## config.mk

```make
export PLATFORM = sky130hd
export DESIGN_NAME = vl_setup_unit
export DESIGN_NICKNAME = d
export VERILOG_FILES = /design/src/rtl/vlsu_pkg.sv /design/src/rtl/vlsu_decode.sv /design/src/rtl/vlsu_select.sv /design/src/rtl/vl_setup_unit.sv
export SDC_FILE = /design/constraint.sdc
export NUM_CORES = 1
export LEC_CHECK = 0
export ABC_CLOCK_PERIOD_IN_PS = 4800
export BUFFER_PORTS_ARGS = -buffer_cell sky130_fd_sc_hd__buf_2
export CORE_MARGIN = 2
export CORE_UTILIZATION = 25
export DETAILED_ROUTE_END_ITERATION = 8
export HOLD_SLACK_MARGIN = 0.12
export SLEW_MARGIN = 20
export SYNTH_ARGS = -nofsm -noshare
export SYNTH_HDL_FRONTEND = slang
export SYNTH_HIERARCHICAL = 1
export SYNTH_SLANG_ARGS = --single-unit
```

## constraint.sdc

```tcl
create_clock -name clk -period 4.8 [get_ports clk]
set_input_delay 0.72 -clock clk [delete_from_list [all_inputs] [get_ports clk]]
set_output_delay 0.72 -clock clk [all_outputs]
set_load 0.005 [all_outputs]
```

## src/rtl/vlsu_pkg.sv

```systemverilog
package vlsu_pkg;
  localparam int BLK_W  = 16;
  localparam int SUB_W  = 2;
  localparam int DEST_W = 6;
  localparam int IMM_W  = 6;
  localparam int SRC_W  = IMM_W - 1;
  localparam int VL_W   = $clog2((1 << IMM_W) + 1);
  localparam int SV_W   = $clog2((1 << SUB_W) + 1);

  typedef struct packed {
    logic              direct;
    logic [SUB_W-1:0]  sub_code;
    logic [DEST_W-1:0] dest;
    logic [IMM_W-1:0]  imm_full;
    logic [SRC_W-1:0]  imm_short;
    logic              from_reg;
  } vlsu_fields_t;
endpackage

```

## src/rtl/vlsu_decode.sv

```systemverilog
module vlsu_decode
  import vlsu_pkg::*;
(
  input  logic [BLK_W-1:0] blk,
  output vlsu_fields_t     fld
);
  localparam int MODE_BIT = BLK_W - 1;
  localparam int SUB_LO   = MODE_BIT - SUB_W;
  localparam int DEST_LO  = SUB_LO - DEST_W;

  always_comb begin
    fld.direct    = blk[MODE_BIT];
    fld.sub_code  = blk[MODE_BIT-1:SUB_LO];
    fld.dest      = blk[SUB_LO-1:DEST_LO];
    fld.imm_full  = blk[IMM_W-1:0];
    fld.imm_short = blk[IMM_W-1:1];
    fld.from_reg  = blk[0];
  end
endmodule

```

## src/rtl/vlsu_select.sv

```systemverilog
module vlsu_select
  import vlsu_pkg::*;
#(
  parameter int XLEN = 64
) (
  input  vlsu_fields_t     fld,
  input  logic [VL_W-1:0]  cur_maxvl,
  input  logic [XLEN-1:0]  rd_data,
  output logic [VL_W-1:0]  nxt_vl,
  output logic [VL_W-1:0]  nxt_maxvl,
  output logic [SV_W-1:0]  nxt_subvl
);
  logic [XLEN-1:0] want;
  logic [VL_W-1:0] direct_len;

  always_comb begin
    direct_len = VL_W'(fld.imm_full) + VL_W'(1);
    nxt_subvl  = SV_W'(fld.sub_code) + SV_W'(1);
    if (fld.from_reg) want = rd_data;
    else              want = XLEN'(fld.imm_short) + XLEN'(1);
    if (fld.direct) begin
      nxt_maxvl = direct_len;
      nxt_vl    = direct_len;
    end else begin
      nxt_maxvl = cur_maxvl;
      if (want > XLEN'(cur_maxvl)) nxt_vl = cur_maxvl;
      else                         nxt_vl = want[VL_W-1:0];
    end
  end
endmodule

```

## src/rtl/vl_setup_unit.sv

```systemverilog
module vl_setup_unit
  import vlsu_pkg::*;
#(
  parameter int XLEN = 64
) (
  input  logic              clk,
  input  logic              rst,
  input  logic              upd,
  input  logic [BLK_W-1:0]  blk,
  output logic [SRC_W-1:0]  rd_addr,
  input  logic [XLEN-1:0]   rd_data,
  output logic [VL_W-1:0]   vl,
  output logic [VL_W-1:0]   maxvl,
  output logic [SV_W-1:0]   subvl,
  output logic              wr_en,
  output logic [DEST_W-1:0] wr_addr,
  output logic [XLEN-1:0]   wr_data,
  output logic              done
);
  vlsu_fields_t    fld;
  logic [VL_W-1:0] nxt_vl, nxt_maxvl;
  logic [SV_W-1:0] nxt_subvl;

  vlsu_decode u_dec (.blk(blk), .fld(fld));

  vlsu_select #(.XLEN(XLEN)) u_sel (
    .fld(fld), .cur_maxvl(maxvl), .rd_data(rd_data),
    .nxt_vl(nxt_vl), .nxt_maxvl(nxt_maxvl), .nxt_subvl(nxt_subvl)
  );

  assign rd_addr = fld.imm_short;

  always_ff @(posedge clk) begin
    if (rst) begin
      vl      <= VL_W'(1);
      maxvl   <= VL_W'(1);
      subvl   <= SV_W'(1);
      wr_en   <= 1'b0;
      wr_addr <= '0;
      wr_data <= '0;
      done    <= 1'b0;
    end else begin
      done  <= upd;
      wr_en <= upd && (fld.dest != '0);
      if (upd) begin
        vl      <= nxt_vl;
        maxvl   <= nxt_maxvl;
        subvl   <= nxt_subvl;
        wr_addr <= fld.dest;
        wr_data <= XLEN'(nxt_vl);
      end
    end
  end
endmodule

```

# Word level (Yosys, flattened, before mapping)
# Index checks and enable logic that the tools add are counted.
# Widths: inputs -> output; s select.
[word_totals] regBits=32 input_bits=83 output_inout_bits=94 word_cells=17
[classes] add_sub_neg=3 magnitude_cmp=1 n_mux=3 n_reduce_logical=3
[ops] operator="$gt 64x7->1" count=1
[ops] operator="$mux 64" count=1
[ops] operator="$mux 7" count=2
[ops] operator="$add 6x1->7 const B" count=1
[ops] operator="$add 5x1->6 const B" count=1
[ops] operator="$reduce_bool 6->1" count=1
[ops] operator="$add 2x1->3 const B" count=1
[ops] operator="$reduce_and 2->1" count=1
[ops] operator="$logic_and 1x1->1" count=1

# Logic depth before layout (Yosys ltp)
[depth] ltp_word=5 depth_mapped=14

# Hierarchy
# The synthesis kept the hierarchy.
[modules_own_cells] module="vl_setup_unit" n_inst=1 cells_per_inst=147 area_each_um2=1385.1 seq_area_each_um2=520.5
[modules_own_cells] module="vlsu_select" n_inst=1 cells_per_inst=107 area_each_um2=762.0 seq_area_each_um2=0.0
[modules_own_cells] module="vlsu_decode" n_inst=1 cells_per_inst=21 area_each_um2=157.7 seq_area_each_um2=0.0

# Worst setup path before layout
# OpenSTA, ideal clock, no wires.
[synth_timing] path_type="input to register" from="in blk[0]" to="reg vl[0]" setup_time_ns=0.120 t_arrival_ns=3.235 setup_slack_ns=1.445 cell_stages=12 n_path_buf=3 path_cell_list="buf_4 -> clkdlybuf4s15_2 -> clkbuf_8 -> o21ai_0 -> ha_1 -> a21o_1 -> a221oi_1 -> nand3_1 -> a22oi_4 -> mux2i_1 -> a21bo_1 -> a211o_1"
[synth_between] elab_chain_cells=4 word_cells_on_any_way=5
[synth_rtl] item="start, declared" line_no="vl_setup_unit.sv:9" text="input logic [BLK_W-1:0] blk,"
[synth_rtl] item="$mux 64" line_no="vlsu_select.sv:19" text="if (fld.from_reg) want = rd_data;"
[synth_rtl] item="$gt 64x7->1" line_no="vlsu_select.sv:26" text="if (want > XLEN'(cur_maxvl)) nxt_vl = cur_maxvl;"
[synth_rtl] item="$mux 7" line_no="vlsu_select.sv:26"
[synth_rtl] item="$mux 7 *" line_no="vlsu_select.sv:21" text="if (fld.direct) begin"
[synth_rtl] item="net nxt_vl[0]" line_no="vl_setup_unit.sv:21" text="logic [VL_W-1:0] nxt_vl, nxt_maxvl;"
[synth_rtl] item="end signal, assigned" line_no="vl_setup_unit.sv:46" text="vl <= nxt_vl;"
[synth_rtl] item="end, declared" line_no="vl_setup_unit.sv:12" text="output logic [VL_W-1:0] vl,"
# Mark *: on every way through the listed nets, which the timed path passes. The rest lies on a longest branch.
# A chain may end at the register's enable or synchronous reset.

# Worst setup path in the final report
[layout_timing] from="in blk[3]" to="reg vl[0]"
[layout_between] elab_chain_cells=5
[layout_rtl] item="$add 5x1->6" line_no="vlsu_select.sv:20" text="else want = XLEN'(fld.imm_short) + XLEN'(1);"
[layout_rtl] item="$mux 64" line_no="vlsu_select.sv:19"
[layout_rtl] item="$gt 64x7->1" line_no="vlsu_select.sv:26"
[layout_rtl] item="$mux 7" line_no="vlsu_select.sv:26"
[layout_rtl] item="$mux 7" line_no="vlsu_select.sv:21"
[layout_rtl] item="net nxt_vl[0]" line_no="vl_setup_unit.sv:21"
# The timed path passes the listed nets, and every way through them passes these cells.

==> results.md <==
* Synth warnings at 6
* PnR Total Power at ~0.00054 W
* Final wirelength at 5.41 mm
* Initial Utilization at 25.3%
* Top Ports at 177
* Die Ht at around 100 um
* # DRC at 0
* Hold Slack at slightly below 500 ps
* Run status: completed
* Syn Area/Cell at roughly 8.4 um^2
* Core Area at approximately 9100 um^2
* Total congestion overflow at 0
* Setup TNS Final at 0 ps
* Area delta synth->final at 12.6%
* Per-cell routed wire length at roughly 12 um
* Most frequent cells in the layout: buf_2 (118), conb_1 (57), mux2i_1 (29)
* Clock Skew at 3.28 ps
* Largest net degree at the start of global routing at 29
* Setup violators final at 0
* First-pass GRT wire length at ~8.0 mm
* Share of layout cells above drive strength 1 at 35.7%
* Mapped cell area at 2300 um^2
* Clock Sink Count at 26
* Post-CTS Setup Bufs at 0
* Starting DRT DRC Count at 37
* Static Leak at 1.37 nW
* Clk root buf: clkbuf_8
* Synth Instances at 275
* Post-DP Area at about 2500 um^2
* Crit Path Class: primary input to flip-flop
* Share of synthesized registers carrying an async set or reset at 0%
* Least-Margin Pin Slew at between 700 and 800 ps
* H-tree depth at 1
* Clock Latency Late Sink at 260 ps
* Hold Vio Cnt, Final at 0
* Main synth FF type: dfxtp_1
* Maximum Capacitance Violations at 0
* NumNets Final at approximately 450
* Hold-fix buffers, CTS at 0
* N_diodes at 0
* Minimum clock period at ~3300 ps
* RSZ-0062 raised after global routing: false
* Maximum clock rate at 306 MHz
* Gpl congestion at 0.811
* Vias per inst at slightly above 4
* Die ar. at ~10000 um^2
* TritonRoute pass-1 iters at 4
* Post-synthesis register bit count at 26
* Detail Placement HPWL at ~4.6 mm
* Max-slew headroom at between 50% and 60%
* Maximum VDD drop at 0.164 mV
* Fin. max-slew vios at 0
* Worst Setup Start Kind: primary input
* Crit share post-route at between 60% and 70%
* CTS Buf Count at 3
* Vias in the first global route at between 1500 and 2000
* EDFF count, synth at 0
* IO Port Bufs at about 120
* PwrDens at between 200 and 250 nW/um^2
* CP required at 4960 ps
* Distinct cells, synth at 37
* Die width at roughly 100 um
* Sequential fraction of the synthesis area at roughly 23%
* CP arrival at about 3400 ps
* All-Layer GR Usage at under 10%
* Crit Path Max Fanout at 7
* DR vias at ~1900
* Clock transition at the registers of the reported paths at approximately 80 ps
* Antenna violations before repair at 0
* CTS tree: yes
* Antenna violation net count after detailed routing at 0
* FP Rows at 35
* Min-delay worst type: flip-flop to flip-flop
* Post-route cell area at ~2600 um^2
* CP endpoint kind: flip-flop
* CTS resizes at 0
* Clock Tree Buf Depth at 2
* Most common cell after layout, fill and taps aside: buf_2
## logic make-up after synthesis
group                      after synthesis  share of synthesized area, %
AOI/OAI and AO/OA                       29                          8.52
other                                    1                         0.163
buffers and inverters                  103                          32.0
muxes                                   30                          13.1
and+or+nand+nor                         69                          15.5
adders and majority gates               10                          5.43
DFF                                     26                          22.6
xor gates and xnor gates                 7                          2.66
## worst max-delay path, cell delays in order
cell and delay (ps):
buf_2 160, and3_1 220, nand3_1 90, o21ai_0 260, ha_1 300, a21o_1 160, a221oi_1 340, nand3_1 190
a22oi_4 340, mux2i_1 120, a21bo_1 220, a211o_1 290
## per-layer routing
layer / global-route usage (%) / wire [um] / vias to the layer above
met5: 0 / 0 / -
met4: 2.95 / 50 / 0
met3: 2.09 / 560 / 4
met2: 18.0 / 2550 / 120
met1: 11.8 / 2250 / 846
li1: - / - / 964
## stage by stage
stage                     utilization [%]  setup slack (ps)  instances
after CTS                            28.5              1530        470
final                                28.5              1530        470
after global routing                 28.5              1260        470
after detailed placement             27.9              1250        466
after global placement               27.9              1300        466
after floorplan                         -              1440        331
## final timing paths
check | depth (start not counted) | startpoint | slack [ps] | end
setup / recovery | 12 | blk[3] | 1530 | vl[0]
hold / removal | 2 | wr_addr[0] | 500 | wr_addr[0]
setup reg to reg | 9 | maxvl[5] | 2260 | vl[0]
hold reg to reg | 2 | wr_addr[0] | 500 | wr_addr[0]
## cells in the mapped netlist (2+ instances only)
| library cell | instances | area, um^2 |
|---|---|---|
| clkbuf_1 | 4 | 15.0 |
| mux2i_1 | 29 | 290 |
| inv_1 | 9 | 33.8 |
| buf_4 | 86 | 646 |
| nand2_1 | 6 | 22.5 |
| nor4_1 | 13 | 81.3 |
| clkbuf_8 | 2 | 27.5 |
| a21oi_1 | 9 | 45.0 |
| xor2_1 | 3 | 26.3 |
| nor2_1 | 26 | 97.6 |
| and3_1 | 2 | 12.5 |
| xnor2_1 | 4 | 35.0 |
| o21ai_1 | 2 | 10.0 |
| ha_1 | 10 | 125 |
| nand4_1 | 5 | 31.3 |
| o21ai_0 | 7 | 35.0 |
| dfxtp_1 | 26 | 521 |
| nor2b_1 | 5 | 31.3 |
| a211o_1 | 3 | 26.3 |
| nand3_1 | 7 | 35.0 |
## cell type report
type                       count  area, um^2
clock buffer                   4        55.1
fill                         990        6510
inverter                       9        33.8
multi-input combinational    202        1260
sequential                    26         520
tap                          111         139
timing repair buffer         118         591
## sequential cells by signal, summed over array words and instances, names as in the netlist
signal and flops:
done 1, maxvl 7, subvl 3, vl 7, wr_addr 6, wr_data 1, wr_en 1
## power by group
group          switching (W)  internal (W)  total, W  leakage, nW
combinational      0.0000873     0.0000790  0.000166         1.12
clock              0.0000625     0.0000731  0.000136       0.0288
sequential        0.00000901      0.000229  0.000238        0.214
total               0.000159      0.000382  0.000540         1.37
(Power assumes the default switching activity.)
